[src/rtl/run_det_pkg.sv]
package run_det_pkg;

    localparam int STW = 2;
    typedef logic [STW-1:0] code_t;

    // Abstract states of the three-state machine
    typedef enum logic [1:0] {
        MY_IDLE = 2'd0,
        MY_ONE  = 2'd1,
        MY_RUN  = 2'd2
    } my_state_e;

    // Abstract states of the four-state machine
    typedef enum logic [1:0] {
        MO_IDLE = 2'd0,
        MO_ONE  = 2'd1,
        MO_RUN0 = 2'd2,
        MO_RUN1 = 2'd3
    } mo_state_e;

    function automatic code_t my_encode(my_state_e s, logic alt);
        case (s)
            MY_IDLE: my_encode = 2'b00;
            MY_ONE:  my_encode = 2'b01;
            MY_RUN:  my_encode = alt ? 2'b11 : 2'b10;
            default: my_encode = 2'b00;
        endcase
    endfunction

    function automatic my_state_e my_decode(code_t c, logic alt);
        if (c == 2'b01)
            my_decode = MY_ONE;
        else if (c == (alt ? 2'b11 : 2'b10))
            my_decode = MY_RUN;
        else
            my_decode = MY_IDLE;
    endfunction

    function automatic code_t mo_encode(mo_state_e s, logic alt);
        case (s)
            MO_IDLE: mo_encode = 2'b00;
            MO_ONE:  mo_encode = 2'b01;
            MO_RUN0: mo_encode = alt ? 2'b11 : 2'b10;
            MO_RUN1: mo_encode = alt ? 2'b10 : 2'b11;
            default: mo_encode = 2'b00;
        endcase
    endfunction

    function automatic mo_state_e mo_decode(code_t c, logic alt);
        case (c)
            2'b00:   mo_decode = MO_IDLE;
            2'b01:   mo_decode = MO_ONE;
            2'b10:   mo_decode = alt ? MO_RUN1 : MO_RUN0;
            default: mo_decode = alt ? MO_RUN0 : MO_RUN1;
        endcase
    endfunction

endpackage

[src/rtl/run_det_mealy.sv]
module run_det_mealy
    import run_det_pkg::*;
#(
    parameter bit ALT_ENC = 1'b0
) (
    input  logic clk,
    input  logic rst,
    input  logic din,
    output logic hit
);

    code_t     st_q;
    code_t     st_d;
    my_state_e cur;
    my_state_e nxt;

    always_comb begin
        cur = my_decode(st_q, ALT_ENC);
        if (!din)
            nxt = MY_IDLE;
        else if (cur == MY_IDLE)
            nxt = MY_ONE;
        else
            nxt = MY_RUN;
        st_d = my_encode(nxt, ALT_ENC);
    end

    always_ff @(posedge clk) begin
        if (rst)
            st_q <= my_encode(MY_IDLE, ALT_ENC);
        else
            st_q <= st_d;
    end

    assign hit = (cur == MY_RUN) && din && !rst;


    always_comb begin
        if (rst) rst_quiet_chk: assert (!hit);
    end


    hit_needs_one_chk: assert property (@(posedge clk) disable iff (rst)
        hit |-> din);


    zero_clears_chk: assert property (@(posedge clk) disable iff (rst)
        !din |=> !hit);

    generate
        if (ALT_ENC) begin : g_alt

            legal_code_chk: assert property (@(posedge clk) disable iff (rst)
                st_q != 2'b10);
        end
    endgenerate

endmodule

[src/rtl/run_det_moore.sv]
module run_det_moore
    import run_det_pkg::*;
#(
    parameter bit ALT_ENC = 1'b0
) (
    input  logic clk,
    input  logic rst,
    input  logic din,
    output logic hit
);

    code_t     st_q;
    code_t     st_d;
    mo_state_e cur;
    mo_state_e nxt;

    always_comb begin
        cur = mo_decode(st_q, ALT_ENC);
        if (!din)
            nxt = MO_IDLE;
        else begin
            case (cur)
                MO_IDLE: nxt = MO_ONE;
                MO_ONE:  nxt = MO_RUN0;
                default: nxt = MO_RUN1;
            endcase
        end
        st_d = mo_encode(nxt, ALT_ENC);
    end

    always_ff @(posedge clk) begin
        if (rst)
            st_q <= mo_encode(MO_IDLE, ALT_ENC);
        else
            st_q <= st_d;
    end

    assign hit = (cur == MO_RUN1);


    run_holds_chk: assert property (@(posedge clk) disable iff (rst)
        (hit && din) |=> hit);


    zero_drops_chk: assert property (@(posedge clk) disable iff (rst)
        !din |=> !hit);

endmodule

[src/rtl/run_det_top.sv]
module run_det_top
    import run_det_pkg::*;
#(
    parameter bit ALT_ENC = 1'b0
) (
    input  logic clk,
    input  logic rst,
    input  logic din,
    output logic hit_now,
    output logic hit_reg
);

    run_det_mealy #(.ALT_ENC(ALT_ENC)) u_mealy (
        .clk (clk),
        .rst (rst),
        .din (din),
        .hit (hit_now)
    );

    run_det_moore #(.ALT_ENC(ALT_ENC)) u_moore (
        .clk (clk),
        .rst (rst),
        .din (din),
        .hit (hit_reg)
    );

    logic seen_rst;
    logic armed;
    always_ff @(posedge clk) begin
        seen_rst <= seen_rst | rst;
        armed    <= seen_rst & !rst;
    end


    lag_one_chk: assert property (@(posedge clk) disable iff (rst)
        armed |-> (hit_reg == $past(hit_now)));

endmodule

[config.mk]
export PLATFORM = sky130hd
export DESIGN_NAME = run_det_top
export DESIGN_NICKNAME = d
export VERILOG_FILES = /design/src/rtl/run_det_pkg.sv /design/src/rtl/run_det_mealy.sv /design/src/rtl/run_det_moore.sv /design/src/rtl/run_det_top.sv
export SDC_FILE = /design/constraint.sdc
export NUM_CORES = 1
export LEC_CHECK = 0
export BUFFER_PORTS_ARGS = -buffer_cell sky130_fd_sc_hd__buf_2
export CORE_AREA = 2 2 39 41
export DETAILED_ROUTE_END_ITERATION = 8
export DIE_AREA = 0 0 41 43
export GPL_ROUTABILITY_DRIVEN = 0
export PLACE_DENSITY = 0.38
export SYNTH_ARGS = -nofsm -noshare
export SYNTH_HDL_FRONTEND = slang
export SYNTH_HIERARCHICAL = 1
export SYNTH_SLANG_ARGS = --single-unit
[constraint.sdc]
create_clock -name clk -period 2.27 [get_ports clk]
set_clock_uncertainty 0.1 [all_clocks]
set_input_delay 0 -clock clk [delete_from_list [all_inputs] [get_ports clk]]
set_output_delay 0 -clock clk [all_outputs]
set_load 0.05 [all_outputs]
Yosys cells after proc, flatten, opt, wreduce, memory -nomap -nowiden
Cells that the tools add are included.
- bits in registers: 4
- output and inout bits: 2
- logic and storage cells: 30
- equal/unequal tests: 12
- mux-type cells: 9
- reductions and logical operators: 7
- operator list (cell ; count):
    2-bit == test (second input constant) ; 7
    2-bit by 1-bit == test with 1-bit output (second input constant) ; 5
    2-bit 2-to-1 mux ; 5
    2-bit logical NOT ; 4
    2-bit one-hot mux with 2 select lines ; 2
    2-bit one-hot mux with 4 select lines ; 1
    2-bit one-hot mux with 3 select lines ; 1
    1-bit logical AND ; 2
    1-bit logical NOT ; 1

Depth between registers and ports, before layout
- word-level depth: 8
- mapped depth: 3
- depth with buffers taken out: 3

Hierarchy
The synthesis kept the hierarchy.
- by module, submodules not included (module ; instances ; cells an instance ; area an instance (um^2) ; sequential area each (um^2)):
    run_det_mealy ; 1 ; 7 ; 86.3 ; 40.0
    run_det_moore ; 1 ; 8 ; 80.1 ; 40.0

Worst setup path before layout
OpenSTA, ideal clock, no wires.
- path type: register to output
- start: reg u_mealy.st_q[0]
- end: out hit_now
- data arrival time: 901 ps
- path slack: 1269 ps
- cell stages (with the launch flop): 4
- cell sequence: dfxtp_1 > inv_1 > ha_1 > and3b_1
- word-level cells in the longest chain between the ends: 6
- ends and longest elaborated chain (item ; line ; text):
    start: declaration ; run_det_mealy.sv:12 ; code_t st_q;
    start signal: assignment ; run_det_mealy.sv:30 ; st_q <= my_encode(MY_IDLE, ALT_ENC);
    start signal: assignment ; run_det_mealy.sv:32 ; st_q <= st_d;
    2-bit == test ; run_det_pkg.sv:33 ; else if (c == (alt ? 2'b11 : 2'b10))
    2-bit 2-to-1 mux ; run_det_pkg.sv:33 ;
    2-bit 2-to-1 mux * ; run_det_pkg.sv:31 ; if (c == 2'b01)
    2-bit == test * ; run_det_mealy.sv:35 ; assign hit = (cur == MY_RUN) && din && !rst;
    1-bit logical AND * (2 in series) ; run_det_mealy.sv:35 ;
    end: declaration ; run_det_top.sv:9 ; output logic hit_now,
Every way passes the cells marked *; elsewhere a longest branch is shown, timed or not.

Worst setup path in the final report
- start: reg u_mealy.st_q[0]
- end: reg u_mealy.st_q[1]
- word-level cells in the longest chain between the ends: 8
- ends and longest elaborated chain (item ; line ; text):
    2-bit == test ; run_det_pkg.sv:33 ;
    2-bit 2-to-1 mux ; run_det_pkg.sv:33 ;
    2-bit 2-to-1 mux * ; run_det_pkg.sv:31 ;
    2-bit logical NOT * ; run_det_mealy.sv:21 ; else if (cur == MY_IDLE)
    2-bit 2-to-1 mux * ; run_det_mealy.sv:21 ;
    2-bit 2-to-1 mux * ; run_det_mealy.sv:19 ; if (!din)
    2-bit == test / 2-bit by 1-bit == test with 1-bit output (equally long branches) ; run_det_pkg.sv:22 ; case (s)
    2-bit one-hot mux with 2 select lines * ; run_det_pkg.sv:22 ;
Marked as above.
A chain may end at the register's enable or synchronous reset.

==> results.ini <==
[detailed_routing]
routed_via_density=3.27
drt_first_iter_violations=0
ant_nets=0
drc=0
avgRoutedWirePerCell_um=7.46
wl_um=306
dr_total_vias=134
first_pass_iters=1

[clocking]
cts_buffers=3
cts_resized=0
cts_tree=done
cts_root_buffer=clkbuf_4
cts.clk_slew.worst_paths_ns=0.04
cts_sinks=4
cts_setup_buffers=0
cts_max_path_buffers=2
insertion_delay_ns=0.24
htree_num_levels=1

[critical_path]
reg2reg_depth=4
critPathTopFamily=buffers and inverters
path_depth=4
worst_ep_arrival_time_ns=1.60
cp_data_required_time_ns=2.36
reg2reg_setup_slack_ns=0.75
critPathMaxFanout=2
cp-start-kind=flip-flop
max_stage_delay_ns=0.56
path_class=flip-flop to flip-flop
cp_cell_sequence=inv_1, ha_1, nor3b_2, dlygate4sd3_1
worst_path_max_delay_cell=dlygate4sd3_1
endpoint_kind=flip-flop
path_buf_inv=2

[global_routing]
grt_util_all_layers=0.0634
grt-ovfl-total=0
antenna_found_initial=0
grt_max_degree=5
grt_pass1_vias=153
grt_pass1_wl_um=607

[logic_synthesis]
seq_area_frac_synth=0.481
netlist_instances=15
synth_area_per_cell_um2=11.1
synthesis.nets=19
yosys_warnings=6
synth-seq-cells=4
synth_cell_types=9
synthesis.area_um2=166

[floorplan]
rows=14
die_area_mm2=0.00176
core_area_mm2=0.00138
initial_core_util=0.120
fp.dieW_um=41
ioPinCount=5
die_h_um=43

[finish]
antenna_cells=0
fin_cells=41
drive_gt1_frac=0.400
final_nets=31
layout_common_cells=buf_2 (4), dfxtp_1 (4), clkbuf_4 (3), dlygate4sd3_1 (3)
area_growth_pct=55.6

[power]
powerDensity_mw_per_mm2=712
comb_power_share=0.096
power_w=0.000184
p_sw_w=0.0000409
ir_drop_v=0.000132
power_frac_seq=0.412
intPower_w=0.000144
p_leak_nw=0.123
p_clk_frac=0.492
netSwitchingFraction=0.222

[flow_run]
drv_cap=0

[hold_path]
holdPathStages=1
min_path_type=flip-flop to flip-flop

[timing]
slew_headroom=0.835
setup_viol=0
timing.fmax_ghz=0.658
layout_setup_ws_ns=0.751
grt_setup_unrepaired=no
tns_ns=0
layout_min_cycle_time_ns=1.52
finalHoldWorstSlack_ns=0.349
fin_crit_sh=0.669
tightest_slew_ns=0.249
maxSlewViolCount=0
hold_violations=0

[placement]
dp_cells=35
io_buffers=4
pre_cts_ws_ns=1.25

[status]
status=completed

-- metal layers --
metal	vias to the layer above	global-route usage	part of all wire
met5	-	0	0
met4	0	0.120	0.072
met3	2	0.0314	0.0033
met2	2	0.0813	0.62
met1	62	0.0421	0.30
li1	68	-	-
-- sequential cells by signal (all words and copies together) (netlist names) --
name          count
u_mealy/st_q      2
u_moore/st_q      2
-- cell families after synthesis --
| family | count (synthesis) | share of synthesized area |
|---|---|---|
| buffers and inverters | 2 | 0.0451 |
| and+or+nand+nor | 7 | 0.346 |
| AOI/OAI and AO/OA | 1 | 0.0526 |
| adders and majority gates | 1 | 0.0752 |
| DFF | 4 | 0.481 |
-- worst register-to-register path: cells and delay by family, from the launching register on --
kind          cells  cell delay [ns]
fa+ha+maj         1             0.30
buf+inv           2             0.60
flops             1             0.30
simple gates      1             0.17
-- synth_stat cells, drive strengths merged --
cell	n	share of area
a21oi	1	0.053
ha	1	0.075
nor2	2	0.045
inv	2	0.045
dfxtp	4	0.48
and2	1	0.038
nand2b	1	0.083
nor3b	1	0.075
and3b	2	0.11
-- power groups by stage --
stage          clock network (W)   logic [W]  registers (W)
2_1_floorplan                  0  0.00000959      0.0000766
3_3_place_gp                   0   0.0000136      0.0000769
3_5_place_dp                   0   0.0000144      0.0000771
4_1_cts                0.0000968   0.0000180      0.0000760
5_1_grt                0.0000962   0.0000199      0.0000764
6_report               0.0000908   0.0000177      0.0000760
-- layout make-up --
| class | instances | area (um^2) |
|---|---|---|
| Fill cell | 152 | 1120 |
| Sequential cell | 4 | 80.1 |
| Multi-Input combinational cell | 9 | 78.8 |
| Timing Repair Buffer | 7 | 50.0 |
| Clock buffer | 3 | 22.5 |
| Tap cell | 16 | 20.0 |
| Inverter | 2 | 7.51 |
-- metrics by stage --
stage,utilization,area [um^2]
global placement,0.149,206
global route,0.187,259
floorplan,-,166
CTS,0.187,259
detailed placement,0.149,206
finish,0.187,259
-- timing repair --
item,CTS,global route
hold endpoints to repair,4,0
setup endpoints to repair,0,0
hold buffers,3,0
-- path summary, 6_finish.rpt --
| check | from | endpoint |
|---|---|---|
| min reg2reg | u_moore/st_q[0] | u_moore/st_q[0] |
| max reg2reg | u_mealy/st_q[0] | u_mealy/st_q[1] |
| min | u_moore/st_q[0] | u_moore/st_q[0] |
| max | u_mealy/st_q[0] | u_mealy/st_q[1] |
(Power assumes the default switching activity.)
